==> src/rtl/msg_irq_pkg.sv <==
// Shared types for the message register interrupt unit.
package msg_irq_pkg;
    // Kind of register a bus address selects.
    typedef enum logic [1:0] {
        ACC_NONE = 2'd0,
        ACC_MSG  = 2'd1,
        ACC_CTRL = 2'd2
    } acc_kind_e;
endpackage

==> src/rtl/msg_addr_dec.sv <==
// Address decoder: turns one bus access into per-register write/read hits.
// Assumes the control register sits directly above the message registers.
module msg_addr_dec
    import msg_irq_pkg::*;
#(
    parameter int NUM_MSG = 4,
    parameter int ADDR_W  = 3
) (
    input  logic               wr,
    input  logic               rd,
    input  logic [ADDR_W-1:0]  addr,
    output logic [NUM_MSG-1:0] msg_wr,
    output logic [NUM_MSG-1:0] msg_rd,
    output logic               ctrl_wr,
    output acc_kind_e          kind
);
    localparam logic [ADDR_W-1:0] CTRL_ADDR = ADDR_W'(NUM_MSG);

    for (genvar i = 0; i < NUM_MSG; i++) begin : g_hit
        assign msg_wr[i] = wr && (addr == ADDR_W'(i));
        assign msg_rd[i] = rd && (addr == ADDR_W'(i));
    end

    assign ctrl_wr = wr && (addr == CTRL_ADDR);

    // Classify the address for the read path.
    always_comb begin
        if (32'(addr) < NUM_MSG)    kind = ACC_MSG;
        else if (addr == CTRL_ADDR) kind = ACC_CTRL;
        else                        kind = ACC_NONE;
    end
endmodule

==> src/rtl/msg_slot.sv <==
// One message register with its pending status bit.
// A setting write wins over a clearing read in the same cycle.
module msg_slot #(
    parameter int DATA_W = 32
) (
    input  logic              clk,
    input  logic              rst_n,
    input  logic              wr_hit,
    input  logic              rd_hit,
    input  logic              w1c,
    input  logic              arm,
    input  logic [DATA_W-1:0] wdata,
    output logic [DATA_W-1:0] data_q,
    output logic              pend_q
);
    // Capture the written word.
    always_ff @(posedge clk) begin
        if (!rst_n)      data_q <= '0;
        else if (wr_hit) data_q <= wdata;
    end

    // Set on an armed write, clear on a read or a clear-by-one.
    always_ff @(posedge clk) begin
        if (!rst_n)                pend_q <= 1'b0;
        else if (wr_hit && arm)    pend_q <= 1'b1;
        else if (rd_hit || w1c)    pend_q <= 1'b0;
    end
endmodule

==> src/rtl/msg_ctrl_reg.sv <==
// Control register: holds the enable bits and decodes the clear-by-one status field.
// Assumes NUM_MSG fits below STAT_LSB and that the status field fits in DATA_W.
module msg_ctrl_reg #(
    parameter int NUM_MSG  = 4,
    parameter int DATA_W   = 32,
    parameter int STAT_LSB = 16
) (
    input  logic               clk,
    input  logic               rst_n,
    input  logic               ctrl_wr,
    input  logic [DATA_W-1:0]  wdata,
    output logic [NUM_MSG-1:0] enable_q,
    output logic [NUM_MSG-1:0] w1c
);
    // Load the enable field on a control write.
    always_ff @(posedge clk) begin
        if (!rst_n)       enable_q <= '0;
        else if (ctrl_wr) enable_q <= wdata[NUM_MSG-1:0];
    end

    // Clear strobes from the ones in the status field.
    assign w1c = ctrl_wr ? wdata[STAT_LSB +: NUM_MSG] : '0;
endmodule

==> src/rtl/msg_rd_mux.sv <==
// Registered read path: selects a message word or the control layout.
// A cycle without a read strobe returns zero.
module msg_rd_mux
    import msg_irq_pkg::*;
#(
    parameter int NUM_MSG  = 4,
    parameter int DATA_W   = 32,
    parameter int ADDR_W   = 3,
    parameter int STAT_LSB = 16
) (
    input  logic                           clk,
    input  logic                           rst_n,
    input  logic                           rd,
    input  acc_kind_e                      kind,
    input  logic [ADDR_W-1:0]              addr,
    input  logic [NUM_MSG-1:0][DATA_W-1:0] msg_data,
    input  logic [NUM_MSG-1:0]             enable,
    input  logic [NUM_MSG-1:0]             status,
    output logic [DATA_W-1:0]              rdata_q
);
    logic [DATA_W-1:0] sel_word;
    logic [DATA_W-1:0] ctrl_word;

    // Build the control register layout.
    always_comb begin
        ctrl_word = '0;
        ctrl_word[NUM_MSG-1:0]          = enable;
        ctrl_word[STAT_LSB +: NUM_MSG]  = status;
    end

    // Pick the word for the addressed register.
    always_comb begin
        sel_word = '0;
        case (kind)
            ACC_MSG: begin
                for (int i = 0; i < NUM_MSG; i++)
                    if (addr == ADDR_W'(i)) sel_word = msg_data[i];
            end
            ACC_CTRL: sel_word = ctrl_word;
            default:  sel_word = '0;
        endcase
    end

    // Present the read result one cycle after the strobe.
    always_ff @(posedge clk) begin
        if (!rst_n)  rdata_q <= '0;
        else if (rd) rdata_q <= sel_word;
        else         rdata_q <= '0;
    end
endmodule

==> src/rtl/msg_irq_unit.sv <==
// Message register interrupt unit top: message bank, control register,
// read path and request outputs. Mask comes from the interrupt controller.
module msg_irq_unit
    import msg_irq_pkg::*;
#(
    parameter int NUM_MSG  = 4,
    parameter int DATA_W   = 32,
    parameter int ADDR_W   = 3,
    parameter int STAT_LSB = 16
) (
    input  logic               clk,
    input  logic               rst_n,
    input  logic               bus_wr,
    input  logic               bus_rd,
    input  logic [ADDR_W-1:0]  bus_addr,
    input  logic [DATA_W-1:0]  bus_wdata,
    output logic [DATA_W-1:0]  bus_rdata,
    input  logic [NUM_MSG-1:0] irq_mask,
    output logic [NUM_MSG-1:0] msg_irq
);
    logic [NUM_MSG-1:0]             msg_wr;
    logic [NUM_MSG-1:0]             msg_rd;
    logic                           ctrl_wr;
    acc_kind_e                      kind;
    logic [NUM_MSG-1:0]             enable_q;
    logic [NUM_MSG-1:0]             w1c;
    logic [NUM_MSG-1:0]             status_q;
    logic [NUM_MSG-1:0]             arm;
    logic [NUM_MSG-1:0][DATA_W-1:0] msg_data;

    msg_addr_dec #(.NUM_MSG(NUM_MSG), .ADDR_W(ADDR_W)) u_dec (
        .wr(bus_wr), .rd(bus_rd), .addr(bus_addr),
        .msg_wr(msg_wr), .msg_rd(msg_rd), .ctrl_wr(ctrl_wr), .kind(kind)
    );

    msg_ctrl_reg #(.NUM_MSG(NUM_MSG), .DATA_W(DATA_W), .STAT_LSB(STAT_LSB)) u_ctrl (
        .clk(clk), .rst_n(rst_n), .ctrl_wr(ctrl_wr), .wdata(bus_wdata),
        .enable_q(enable_q), .w1c(w1c)
    );

    // A write may set status only when enabled and unmasked.
    assign arm = enable_q & ~irq_mask;

    for (genvar i = 0; i < NUM_MSG; i++) begin : g_slot
        msg_slot #(.DATA_W(DATA_W)) u_slot (
            .clk(clk), .rst_n(rst_n),
            .wr_hit(msg_wr[i]), .rd_hit(msg_rd[i]), .w1c(w1c[i]), .arm(arm[i]),
            .wdata(bus_wdata), .data_q(msg_data[i]), .pend_q(status_q[i])
        );
    end

    msg_rd_mux #(.NUM_MSG(NUM_MSG), .DATA_W(DATA_W), .ADDR_W(ADDR_W), .STAT_LSB(STAT_LSB)) u_rd (
        .clk(clk), .rst_n(rst_n), .rd(bus_rd), .kind(kind), .addr(bus_addr),
        .msg_data(msg_data), .enable(enable_q), .status(status_q), .rdata_q(bus_rdata)
    );

    // Request lines toward the interrupt controller.
    assign msg_irq = status_q & enable_q & ~irq_mask;
endmodule

==> config.mk <==
export PLATFORM = sky130hd
export DESIGN_NAME = msg_irq_unit
export DESIGN_NICKNAME = d
export VERILOG_FILES = /design/src/rtl/msg_irq_pkg.sv /design/src/rtl/msg_addr_dec.sv /design/src/rtl/msg_slot.sv /design/src/rtl/msg_ctrl_reg.sv /design/src/rtl/msg_rd_mux.sv /design/src/rtl/msg_irq_unit.sv
export SDC_FILE = /design/constraint.sdc
export NUM_CORES = 1
export LEC_CHECK = 0
export BUFFER_PORTS_ARGS = -buffer_cell sky130_fd_sc_hd__buf_2
export CAP_MARGIN = 20
export CORE_ASPECT_RATIO = 0.8
export CORE_UTILIZATION = 45
export DETAILED_ROUTE_END_ITERATION = 7
export GPL_TIMING_DRIVEN = 1
export PLACE_DENSITY = 0.63
export SLEW_MARGIN = 20
export SYNTH_ARGS = -nofsm -noshare
export SYNTH_HDL_FRONTEND = slang
export SYNTH_SLANG_ARGS = --single-unit
==> constraint.sdc <==
create_clock -name clk -period 1.5 [get_ports clk]
set_input_delay 0.075 -clock clk [delete_from_list [all_inputs] [get_ports clk]]
set_output_delay 0.075 -clock clk [all_outputs]
set_load 0.02 [all_outputs]
Word-level counts from Yosys, hierarchy flattened
Cells that the tools add are included.
- flip-flop bits (word level): 168
- bits of input ports: 43
- output and inout bits: 36
- logic and storage cells: 60
- $lt $le $gt $ge: 1
- eq/ne operators: 6
- multiplexer cells: 16
- bitwise gates (word level): 4
- reduce and logical (&&, ||, !) cells: 23
- operator list (kind ; count):
    $mux 32 ; 4
    $pmux 32 s2 ; 1
    $logic_and 1x1->1 ; 13
    $and 4x4->4 ; 3
    $mux 1 ; 8
    $reduce_bool 2->1 ; 4
    $eq 3x2->1 const B ; 2
    $logic_or 1x1->1 ; 4
    $mux 2 ; 2
    $mux 4 ; 1
    $not 4->4 ; 1
    $eq 3x1->1 const B ; 1
    $eq 3x3->1 const B ; 1
    $logic_not 3->1 ; 1
    $lt 3x3->1 const B ; 1
    $eq 2x1->1 const B ; 1
    $eq 2x2->1 const B ; 1
    $reduce_and 2->1 ; 1

Logic depth before layout (Yosys ltp)
Gate-level depths: netlist of the first run.
- depth after elaboration: 6
- depth in mapped cells: 6
- depth with buffers taken out: 3

Modules after synthesis
A second synthesis of the first run with hierarchy kept.
- cell total of the unflattened synthesis: 632
- area, all modules: 7349.5 µm²
- by module, submodules not included (module ; instances ; cells an instance ; area each (µm²) ; seq. area each (µm²)):
    msg_slot ; 4 ; 107 ; 1280.0 ; 660.6
    msg_rd_mux ; 1 ; 166 ; 1846.8 ; 640.6
    msg_ctrl_reg ; 1 ; 17 ; 186.4 ; 80.1
    msg_addr_dec ; 1 ; 13 ; 136.4 ; 0.0
    msg_irq_unit ; 1 ; 8 ; 60.1 ; 0.0

Worst setup path after synthesis of the first run
Ideal clock, no wire load.
- kind: in2reg
- start: in bus_addr[2]
- end: reg g_slot[0].u_slot.data_q[17]
- library setup time: 0.116 ns
- arrival: 0.976 ns
- data required time: 1.384 ns
- setup slack: 0.407 ns
- cell stages on the path: 5
- path buffers: 2
- path through: or4b_1 buf_6 buf_6 nand2_1 a21boi_1
- word-level cells in the longest chain between the ends: 2
- ends and longest elaborated chain (item ; RTL line ; text):
    from (decl) ; msg_irq_unit.sv:15 ; input logic [ADDR_W-1:0] bus_addr,
    $logic_not 3->1 ; msg_addr_dec.sv:20 ; assign msg_wr[i] = wr && (addr == ADDR_W'(i));
    $logic_and 1x1->1 ; msg_addr_dec.sv:20 ;
    to (signal assigned) ; msg_slot.sv:19 ; else if (wr_hit) data_q <= wdata;
    to (decl) ; msg_slot.sv:13 ; output logic [DATA_W-1:0] data_q,
No other way between the ends.
A chain may end at the register's enable or synchronous reset.

Worst setup path after layout of the first run
- start: reg u_ctrl.enable_q[0]
- end: out msg_irq[0]
- word-level cells in the longest chain between the ends: 2
- ends and longest elaborated chain (item ; RTL line ; text):
    from (decl) ; msg_ctrl_reg.sv:12 ; output logic [NUM_MSG-1:0] enable_q,
    from (signal assigned) ; msg_ctrl_reg.sv:18 ; else if (ctrl_wr) enable_q <= wdata[NUM_MSG-1:0];
    $and 4x4->4 (2 in series) ; msg_irq_unit.sv:58 ; assign msg_irq = status_q & enable_q & ~irq_mask;
    to (decl) ; msg_irq_unit.sv:19 ; output logic [NUM_MSG-1:0] msg_irq
No other way between the ends.

==> flow_summary_export.csv, run 1 <==
group,metric,value,unit
setup_path,r2r_cells,2,
clocking,htreeDepth,4,
synth,ys.warnings.count,0,
timing,post-route-period-util,0.9815,
route,route.met2.wl,9.015,mm
setup_path,r2r_end,"u_rd.rdata_q[22]",
synth,synth_most_common_cell,"nand2_1",
timing,final-setup-viol-count,0,
synth,ys_seq_area_frac,0.4732,
clocking,clock_path_buffers,2,
synth,synth_top_cell_area_share,0.4732,
synth,synth_cells,794,
global_routing,grt_pass1_vias,5699,
floorplanning,die_y,114.4,um
place,pre_cts_ws,0.1035,ns
layout,multi_input_area,3361,um2
floorplanning,coreArea,15210,um2
setup_path,crit_path_max_fanout,4,
floorplanning,initial_core_util,0.4672,
timing,hold_ws,0.1941,ns
floorplanning,dieArea,16310,um2
timing,fin_ws,0.02769,ns
synth,yosys_most_used_dff,"dfxtp_1",
place,hpwl,12.02,mm
layout,seqCellArea,3363,um2
global_routing,track_usage,0.2469,
route,ant_nets,0,
setup_path,startpoint_type,"register",
timing,worst_slew_pin_slew,0.4877,ns
route,top_layer_used,"met4",
status,status,"finished, final reports clean",
route,wl_met3,864,um
floorplanning,die_w,142.5,um
power,seq_power_share,0.447,
place,placed_cell_area,7780,um2
synth,synth_edf_count,0,
global_routing,grt_pass1_wl,30.48,mm
timing,hold_viol,0,
power,power_density,1170,nW/um2
setup_path,critPathLaunch,"u_ctrl.enable_q[0]",
synth,yosys.area.top_type,"dfxtp_1",
setup_path,path_class,"register to output port",
route,wirelength,19.30,mm
place,place_congestion,0.7920,
synth,ys_top_cells_by_area,"dfxtp_1 47%, nand2_1 14%, a21boi_0 7.6%, mux2_2 7.3%, a21boi_1 6.0%",
power,peakVddDrop,0.8283,mV
layout,layout-drive-gt1-share,0.2223,
clocking,post_cts.repair.setup_buffers,0,
floorplanning,pin_count,79,
power,p_leak,3.330,nW
global_routing,grt_start_max_net_pins,58,
route,wire_per_inst,17.19,um
clocking,cts_root_buffer,"clkbuf_16",
clocking,cts.clk_slew.worst_paths,0.07,ns
layout,design_area,8802,um2
setup_path,crit_end,"msg_irq[0]",
route,via_per_inst,5.327,
timing,period_minus_slack,1.472,ns
clocking,numCtsBuffers,17,
route,drc_errors,0,
clocking,cts_tree,"done",
setup_path,cp.required,1.42,ns
layout,nets,943,
global_routing,antenna_found_initial,0,
layout,antenna_cells,0,
synth,synth_fp_nets,837,
setup_path,reg2reg_slack,0.45,ns
route,detail_route.wirelength.met1,9.137,mm
power,p_comb_frac,0.080,
place,port_buffers,78,
route,drtIter0Drc,401,
route,via_count,5982,
timing,rsz0062_at_grt,"false",
power,p_sw,2.245,mW
timing,clock_skew,0.006795,ns
synth,synth-seq-cells,168,
power,switching_share,0.2180,
layout,nFillCells,1341,
floorplanning,row_count,40,
clocking,cts_sinks,168,
global_routing,overflow,0,
flow_run,cap_violations,0,
clocking,insertion_delay,0.43,ns
synth,synth_common_cells,"258 x nand2_1, 168 x dfxtp_1, 72 x a21boi_0, 57 x a21boi_1, 46 x mux2_2",
worst_hold_path,hold_path_class,"input pin to register",
synth,synthArstFlopShare,0,
layout,synthToLayoutAreaGrowth,23.83,%
route,drt_pre_antenna_iters,5,
power,p_int,8.051,mW
power,clockPowerShare,0.474,
timing,slew_headroom,0.6749,
timing,fmax,679.2,MHz
timing,slew_violations,0,
timing,fin_setup_tns,0,ns
synth,avgSynthCellArea,8.952,um2
setup_path,cp-end-kind,"output port",
synth,syn_area,7108,um2
setup_path,cp.arrival,1.40,ns
synth,synth_cell_type_count,37,
setup_path,r2r-start,"g_slot[3].u_slot.data_q[22]",
## cell families after synthesis
| family | share of synthesized area |
|---|---|
| AOI/OAI and AO/OA | 0.1929 |
| muxes | 0.08168 |
| and+or+nand+nor | 0.1961 |
| buffers and inverters | 0.05615 |
| DFF | 0.4732 |
## state kept, by name, summed over array words and instances (netlist names)
register / count
g_slot.u_slot.data_q: 128
u_rd.rdata_q: 32
u_ctrl.enable_q: 4
g_slot.u_slot.pend_q: 4
## worst min-delay path by stage
| stage | cells past startpoint | slack, ns | startpoint | endpoint |
|---|---|---|---|---|
| CTS | 3 | 0.19 | rst_n | g_slot[1].u_slot.data_q[22] |
| global route | 3 | 0.21 | rst_n | g_slot[0].u_slot.data_q[26] |
| finish | 3 | 0.19 | rst_n | g_slot[1].u_slot.data_q[22] |
| floorplan | 2 | 0.21 | bus_wdata[0] | g_slot[0].u_slot.data_q[0] |
| detailed placement | 3 | 0.35 | bus_wdata[7] | g_slot[0].u_slot.data_q[7] |
| global placement | 3 | 0.35 | bus_wdata[24] | g_slot[0].u_slot.data_q[24] |
## what timing repair did
action | CTS | global route
hold buffers | 36 | 0
setup endpoints to repair | 0 | 1
hold endpoints to repair | 134 | 0
gates resized for setup | 0 | 1
## area by class of cell
| cell class | count | area share |
|---|---|---|
| timing repair buffer | 153 | 0.1299 |
| tap | 210 | 0.02985 |
| clock inverter | 8 | 0.01876 |
| clock buffer | 24 | 0.05586 |
| sequential | 168 | 0.3821 |
| multi-input combinational | 556 | 0.3818 |
| inverter | 4 | 0.001706 |
## layer usage
layer	global-route usage	vias up
met1	0.3236	2928
li1	-	2889
met3	0.04517	23
met5	0	-
met4	0.09462	0
met2	0.4046	142
## cell usage in the layout, fill, tap and decap left out, types with 2 or more instances in the layout
cell and n:
a211oi_1 8, mux2_2 46, o22ai_1 23, o2bb2ai_1 8, dlygate4sd3_1 36, inv_1 4
nand2_1 258, and4bb_2 2, buf_4 31, clkbuf_8 4, o221ai_1 8, o21a_1 3
clkinv_2 3, mux2i_1 4, bufinv_16 5, nor3b_2 2, nor3b_1 5, buf_2 78
and2_1 2, buf_12 8, nand4bb_2 2, nand2b_1 2, a221oi_1 3, clkbuf_1 3
a21boi_1 57, clkbuf_16 17, a21boi_0 72, dfxtp_1 168, nor2_1 24, nor2b_1 15
## power groups by stage
stage	Combinational (mW)	Sequential, mW	Clock, mW
final	0.820	4.60	4.88
after global routing	0.879	4.61	5.12
after CTS	0.813	4.60	4.93
after detailed placement	0.737	4.70	0
after global placement	0.722	4.69	0
after floorplan	0.421	4.71	0
## stage by stage
| stage | utilization | power [mW] | std cells |
|---|---|---|---|
| final | 0.5785 | 10.30 | 1123 |
| after global routing | 0.5785 | 10.61 | 1123 |
| after CTS | 0.5782 | 10.34 | 1123 |
| after detailed placement | 0.5113 | 5.434 | 1055 |
| after global placement | 0.5113 | 5.415 | 1055 |
| after floorplan | - | 5.134 | 794 |
## critical path, stage by stage, from the launching register on
cell,delay (ns)
dfxtp_1,0.40
nor3b_1,0.33
buf_2,0.23
Note: power is estimated with default switching activity, not from simulation.
==> run 2: changes to the inputs <==
CORE_UTILIZATION = 40   (was 45)
PLACE_DENSITY = 0.57   (was 0.63)
clock period = 1.8 ns   (was 1.5 ns; I/O delays follow)
==> run 2 against run 1 <==
Wire length decreased by 2.3%. Die area increased by 12%. Combinational power fell by 20%. Sequential share of layout area up 1.1 points. Utilization down 8.6 points.
==> flow_summary_export.csv, run 2 (synthesized netlist as in run 1, its figures left out) <==
group,metric,value,unit
power,p_leak,3.199,nW
route,drt_pre_antenna_iters,5,
global_routing,overflow,0,
clocking,cts_resized,0,
flow_run,cap_violations,0,
status,status,"finished, final reports clean",
setup_path,critPathBufInv,1,
layout,largest_register_ffs,128,
route,ant_nets,0,
clocking,clock_path_buffers,2,
timing,worst_slew_pin_slew,0.5759,ns
global_routing,met3_usage,0.05301,
place,placed_cell_area,7674,um2
route,drc_errors,0,
clocking,cts_sinks,168,
setup_path,critical-path-slowest-cell,"dfxtp_1",
global_routing,track_usage,0.2156,
global_routing,busiest_layer,"met2",
setup_path,startpoint_type,"register",
timing,clock_skew,0.008580,ns
worst_hold_path,holdPathEnd,"g_slot[1].u_slot.pend_q",
clocking,htreeDepth,4,
global_routing,grt_pass1_vias,5733,
timing,hold_ws,0.01074,ns
route,wire_per_inst,16.78,um
place,place_congestion,0.7860,
worst_hold_path,hold_depth,3,
layout,design_area,8554,um2
timing,slew_violations,0,
layout,layout.cells.non_filler,1124,
setup_path,reg2reg_slack,0.74,ns
floorplanning,die_y,121.2,um
clocking,insertion_delay,0.43,ns
setup_path,cp-end-kind,"output port",
power,clockPowerShare,0.432,
clocking,cts_root_buffer,"clkbuf_16",
layout,final_cell_mix,"258 x nand2_1, 168 x dfxtp_1, 78 x buf_2",
power,peakVddDrop,0.6766,mV
power,p_sw,1.851,mW
floorplanning,die_w,151.0,um
setup_path,path_class,"register to output port",
power,p_int,6.045,mW
floorplanning,pin_count,79,
place,pre_cts_ws,0.2397,ns
setup_path,cp.required,1.71,ns
place,hpwl,12.05,mm
layout,layout-drive-gt1-share,0.2102,
layout,synthToLayoutAreaGrowth,20.35,%
power,switching_share,0.2344,
layout,final_common_cell,"nand2_1",
place,port_buffers,78,
setup_path,crit_chain,"nor3b_1 -> buf_2",
route,wirelength,18.86,mm
timing,fin_setup_tns,0,ns
setup_path,crit_path_max_fanout,4,
global_routing,grt_pass1_wl,29.86,mm
power,seq_power_share,0.485,
setup_path,r2r_cells,2,
layout,top_regs,"g_slot.u_slot.data_q x128, u_rd.rdata_q x32",
timing,post-route-period-util,0.8496,
global_routing,use_met1,0.2796,
floorplanning,row_count,43,
layout,largest_register,"g_slot.u_slot.data_q",
timing,period_minus_slack,1.529,ns
setup_path,r2r-start,"g_slot[3].u_slot.data_q[22]",
layout,nFillCells,1643,
timing,fmax,653.9,MHz
clocking,post_cts.repair.setup_buffers,0,
setup_path,cp.arrival,1.44,ns
clocking,cts_tree,"done",
global_routing,antenna_found_initial,0,
timing,rsz0062_at_grt,"false",
place,dpl.cell_count,1060,
worst_hold_path,hold_path_class,"input pin to register",
global_routing,use_met2,0.3495,
route,drtIter0Drc,364,
timing,fin_ws,0.2708,ns
setup_path,crit_family,"flip-flops",
clocking,cts.clk_slew.worst_paths,0.06,ns
floorplanning,initial_core_util,0.4090,
worst_hold_path,hold_start,"irq_mask[1]",
setup_path,max_stage_delay,0.41,ns
timing,slew_headroom,0.6159,
route,via_per_inst,5.251,
power,power_density,923.0,nW/um2
timing,final-setup-viol-count,0,
floorplanning,coreArea,17380,um2
layout,nets,931,
global_routing,grt_start_max_net_pins,136,
power,p_comb_frac,0.083,
clocking,numCtsBuffers,17,
floorplanning,dieArea,18310,um2
layout,antenna_cells,0,
setup_path,r2r_end,"u_rd.rdata_q[22]",
route,via_count,5902,
timing,hold_viol,0,
run 2: cell types whose count changed in the layout (fill, tap and decap cells not counted), sizes merged:
| cell | delta |
|---|---|
| bufinv | -4 |
| buf | -10 |
| clkinv | +1 |
| clkbuf | -1 |
| dlygate4sd3 | -2 |
| clkinvlp | +2 |
run 2: power groups by stage:
stage / sequential (mW) / combinational [mW] / clock (mW)
2_1_floorplan: 3.93 / 0.351 / 0
3_3_place_gp: 3.91 / 0.582 / 0
3_5_place_dp: 3.91 / 0.594 / 0
4_1_cts: 3.83 / 0.652 / 3.49
5_1_grt: 3.84 / 0.705 / 3.65
6_report: 3.83 / 0.652 / 3.41
run 2: repair_timing:
action                                 CTS  global route
endpoints found under the hold margin  131             0
setup endpoints to repair                0             0
hold buffers                            34             0
run 2: worst register-to-register path, cell delays in order, from the launching register on:
cell     delay [ns]
dfxtp_1        0.31
mux4_2         0.47
and2_1         0.18
run 2: worst max path at each step:
| stage | from | endpoint | cells past startpoint |
|---|---|---|---|
| final | u_ctrl.enable_q[3] | msg_irq[3] | 2 |
| after global routing | u_ctrl.enable_q[3] | msg_irq[3] | 2 |
| after CTS | g_slot[3].u_slot.pend_q | msg_irq[3] | 3 |
| after detailed placement | bus_addr[0] | g_slot[0].u_slot.data_q[17] | 5 |
| after global placement | bus_addr[0] | g_slot[0].u_slot.data_q[22] | 5 |
| after floorplan | bus_addr[2] | g_slot[0].u_slot.data_q[17] | 5 |
run 2: routing by layer:
metal  share of wire  vias to the layer above
li1                -                     2859
met1            0.47                     2879
met2            0.47                      137
met3           0.049                       27
met4           0.015                        0
met5               0                        -
run 2: layout make-up:
cell class                 instances  area (um2)  share of cell area
sequential                       168        3363              0.3932
clock inverter                     7       72.57            0.008483
multi-input combinational        556        3356              0.3923
tap                              225       281.5             0.03291
timing repair buffer             141       998.5              0.1167
inverter                           4       15.01            0.001755
clock buffer                      23       467.9             0.05470
run 2: through the flow:
step	utilization	power, mW
after floorplan	-	4.278
after global placement	0.4416	4.494
after detailed placement	0.4416	4.509
after CTS	0.4923	7.971
after global routing	0.4923	8.191
final	0.4923	7.896
==> run 3: changes to the inputs <==
PLACE_DENSITY = 0.59   (was 0.57)
clock period = 1.4 ns   (was 1.8 ns; I/O delays follow)
==> run 3 against run 2 <==
Total power grew 33%. Non-clock buffer count rose by 19. Clock skew rose by 0.0025 ns. Utilization rose by 1.3 points. Combinational power increased by 35%. Largest cell class is now multi-input combinational cells. Sequential power up 29%.
==> flow_summary_export.csv, run 3 (synthesized netlist as in run 1, its figures left out) <==
group,metric,value,unit
power,p_comb_frac,0.083,
worst_hold_path,hold_path_class,"input pin to register",
power,p_int,8.028,mW
floorplanning,row_count,43,
clocking,cts_sinks,168,
timing,period_minus_slack,1.311,ns
timing,rsz0062_at_grt,"false",
worst_hold_path,hold_start,"irq_mask[2]",
power,clockPowerShare,0.448,
timing,fin_ws,0.08915,ns
timing,clock_skew,0.01113,ns
setup_path,cp.arrival,1.24,ns
global_routing,grt_start_max_net_pins,127,
worst_hold_path,hold_depth,3,
layout,multi_input_area,3371,um2
layout,antenna_cells,0,
clocking,post_cts.repair.setup_buffers,0,
route,drc_errors,0,
place,place_congestion,0.7589,
floorplanning,die_w,151.0,um
floorplanning,coreArea,17380,um2
route,drt_pre_antenna_iters,4,
layout,layout.cells.non_filler,1145,
layout,nets,950,
route,wire_per_inst,16.86,um
power,switching_share,0.2361,
setup_path,crit_path_max_fanout,2,
clocking,cts.clk_slew.worst_paths,0.06,ns
setup_path,r2r_cells,2,
clocking,insertion_delay,0.43,ns
layout,largest_register_ffs,128,
setup_path,path_class,"register to output port",
global_routing,overflow,0,
floorplanning,die_y,121.2,um
route,ant_nets,0,
clocking,clock_path_buffers,2,
floorplanning,pin_count,79,
power,peakVddDrop,0.6064,mV
timing,fmax,762.9,MHz
flow_run,cap_violations,0,
timing,final-setup-viol-count,0,
timing,hold_viol,0,
layout,final_common_cell,"nand2_1",
power,seq_power_share,0.469,
layout,layout-drive-gt1-share,0.2359,
global_routing,grt_pass1_vias,5429,
global_routing,grt_pass1_wl,30.50,mm
route,via_count,5729,
setup_path,r2r_end,"u_rd.rdata_q[22]",
setup_path,cp.required,1.33,ns
route,wirelength,19.30,mm
clocking,numCtsBuffers,17,
setup_path,cp-end-kind,"output port",
power,p_sw,2.482,mW
route,via_per_inst,5.003,
setup_path,startpoint_type,"register",
timing,slew_headroom,0.6841,
global_routing,track_usage,0.2216,
place,dpl.cell_count,1079,
setup_path,reg2reg_slack,0.40,ns
power,p_leak,3.326,nW
place,hpwl,12.23,mm
clocking,htreeDepth,4,
floorplanning,initial_core_util,0.4090,
floorplanning,dieArea,18310,um2
layout,largest_register,"g_slot.u_slot.data_q",
layout,nFillCells,1684,
global_routing,antenna_found_initial,0,
timing,slew_violations,0,
place,port_buffers,78,
layout,top_regs,"g_slot.u_slot.data_q x128, u_rd.rdata_q x32",
status,status,"finished, final reports clean",
layout,synthToLayoutAreaGrowth,23.61,%
worst_hold_path,holdPathEnd,"g_slot[2].u_slot.pend_q",
clocking,cts_root_buffer,"clkbuf_16",
layout,final_cell_mix,"258 x nand2_1, 167 x dfxtp_1, 77 x buf_2",
layout,seqCellArea,3364,um2
timing,hold_ws,0.01813,ns
timing,post-route-period-util,0.9363,
route,drtIter0Drc,407,
timing,worst_slew_pin_slew,0.4739,ns
place,pre_cts_ws,-0.03808,ns
setup_path,r2r-start,"g_slot[3].u_slot.data_q[22]",
clocking,cts_tree,"done",
power,power_density,1196,nW/um2
## run 3: worst max path at each step
stage | cells past startpoint | endpoint | start
after floorplan | 5 | g_slot[0].u_slot.data_q[17] | bus_addr[2]
after global placement | 5 | u_rd.rdata_q[24] | bus_addr[0]
after detailed placement | 5 | u_rd.rdata_q[26] | bus_addr[0]
after CTS | 3 | msg_irq[0] | g_slot[0].u_slot.pend_q
after global routing | 3 | msg_irq[2] | g_slot[2].u_slot.pend_q
final | 3 | msg_irq[3] | g_slot[3].u_slot.pend_q
## run 3: metrics by stage
step	total power [mW]	instance area [um2]	TNS (ns)	utilization
after global placement	5.834	7824	-0.01652	0.4502
after global routing	10.88	8786	0	0.5056
after CTS	10.58	8772	0	0.5048
after detailed placement	5.837	7824	-0.1865	0.4502
after floorplan	5.501	7108	0	-
final	10.51	8786	0	0.5056
## run 3: per-layer routing
metal | GRT usage | up-vias | part of all wire
li1 | - | 2897 | -
met1 | 0.3180 | 2693 | 0.49
met2 | 0.3403 | 133 | 0.45
met3 | 0.03684 | 6 | 0.058
met4 | 0.06188 | 0 | 0.0054
met5 | 0 | - | 0
## run 3: critical path: stages (launching register included)
cell     delay (ns)
dfxtp_2        0.34
inv_1          0.08
nor3b_2        0.22
buf_4          0.18
## run 3: power groups by stage
stage                     registers (mW)  clock network [mW]  logic [mW]
after floorplan                     5.05                   0       0.451
after global placement              5.03                   0       0.801
after detailed placement            5.03                   0       0.804
after CTS                           4.93                4.78       0.880
after global routing                4.93                4.99       0.950
final                               4.93                4.71       0.877
## run 3: final cells by class
type | count | area share
repair buffers | 160 | 0.1316
clock inverters | 8 | 0.009826
flip-flops and latches | 168 | 0.3829
well taps | 225 | 0.03204
inverters | 4 | 0.001709
multi-input cells | 556 | 0.3837
clock buffers | 24 | 0.05825
## run 3: what timing repair did
action	4_1_cts	5_1_grt
hold buffers	34	0
pin swaps	0	1
cloned	0	0
endpoints found under the hold margin	131	0
gates resized for setup	2	4
endpoints found under the setup margin	2	3
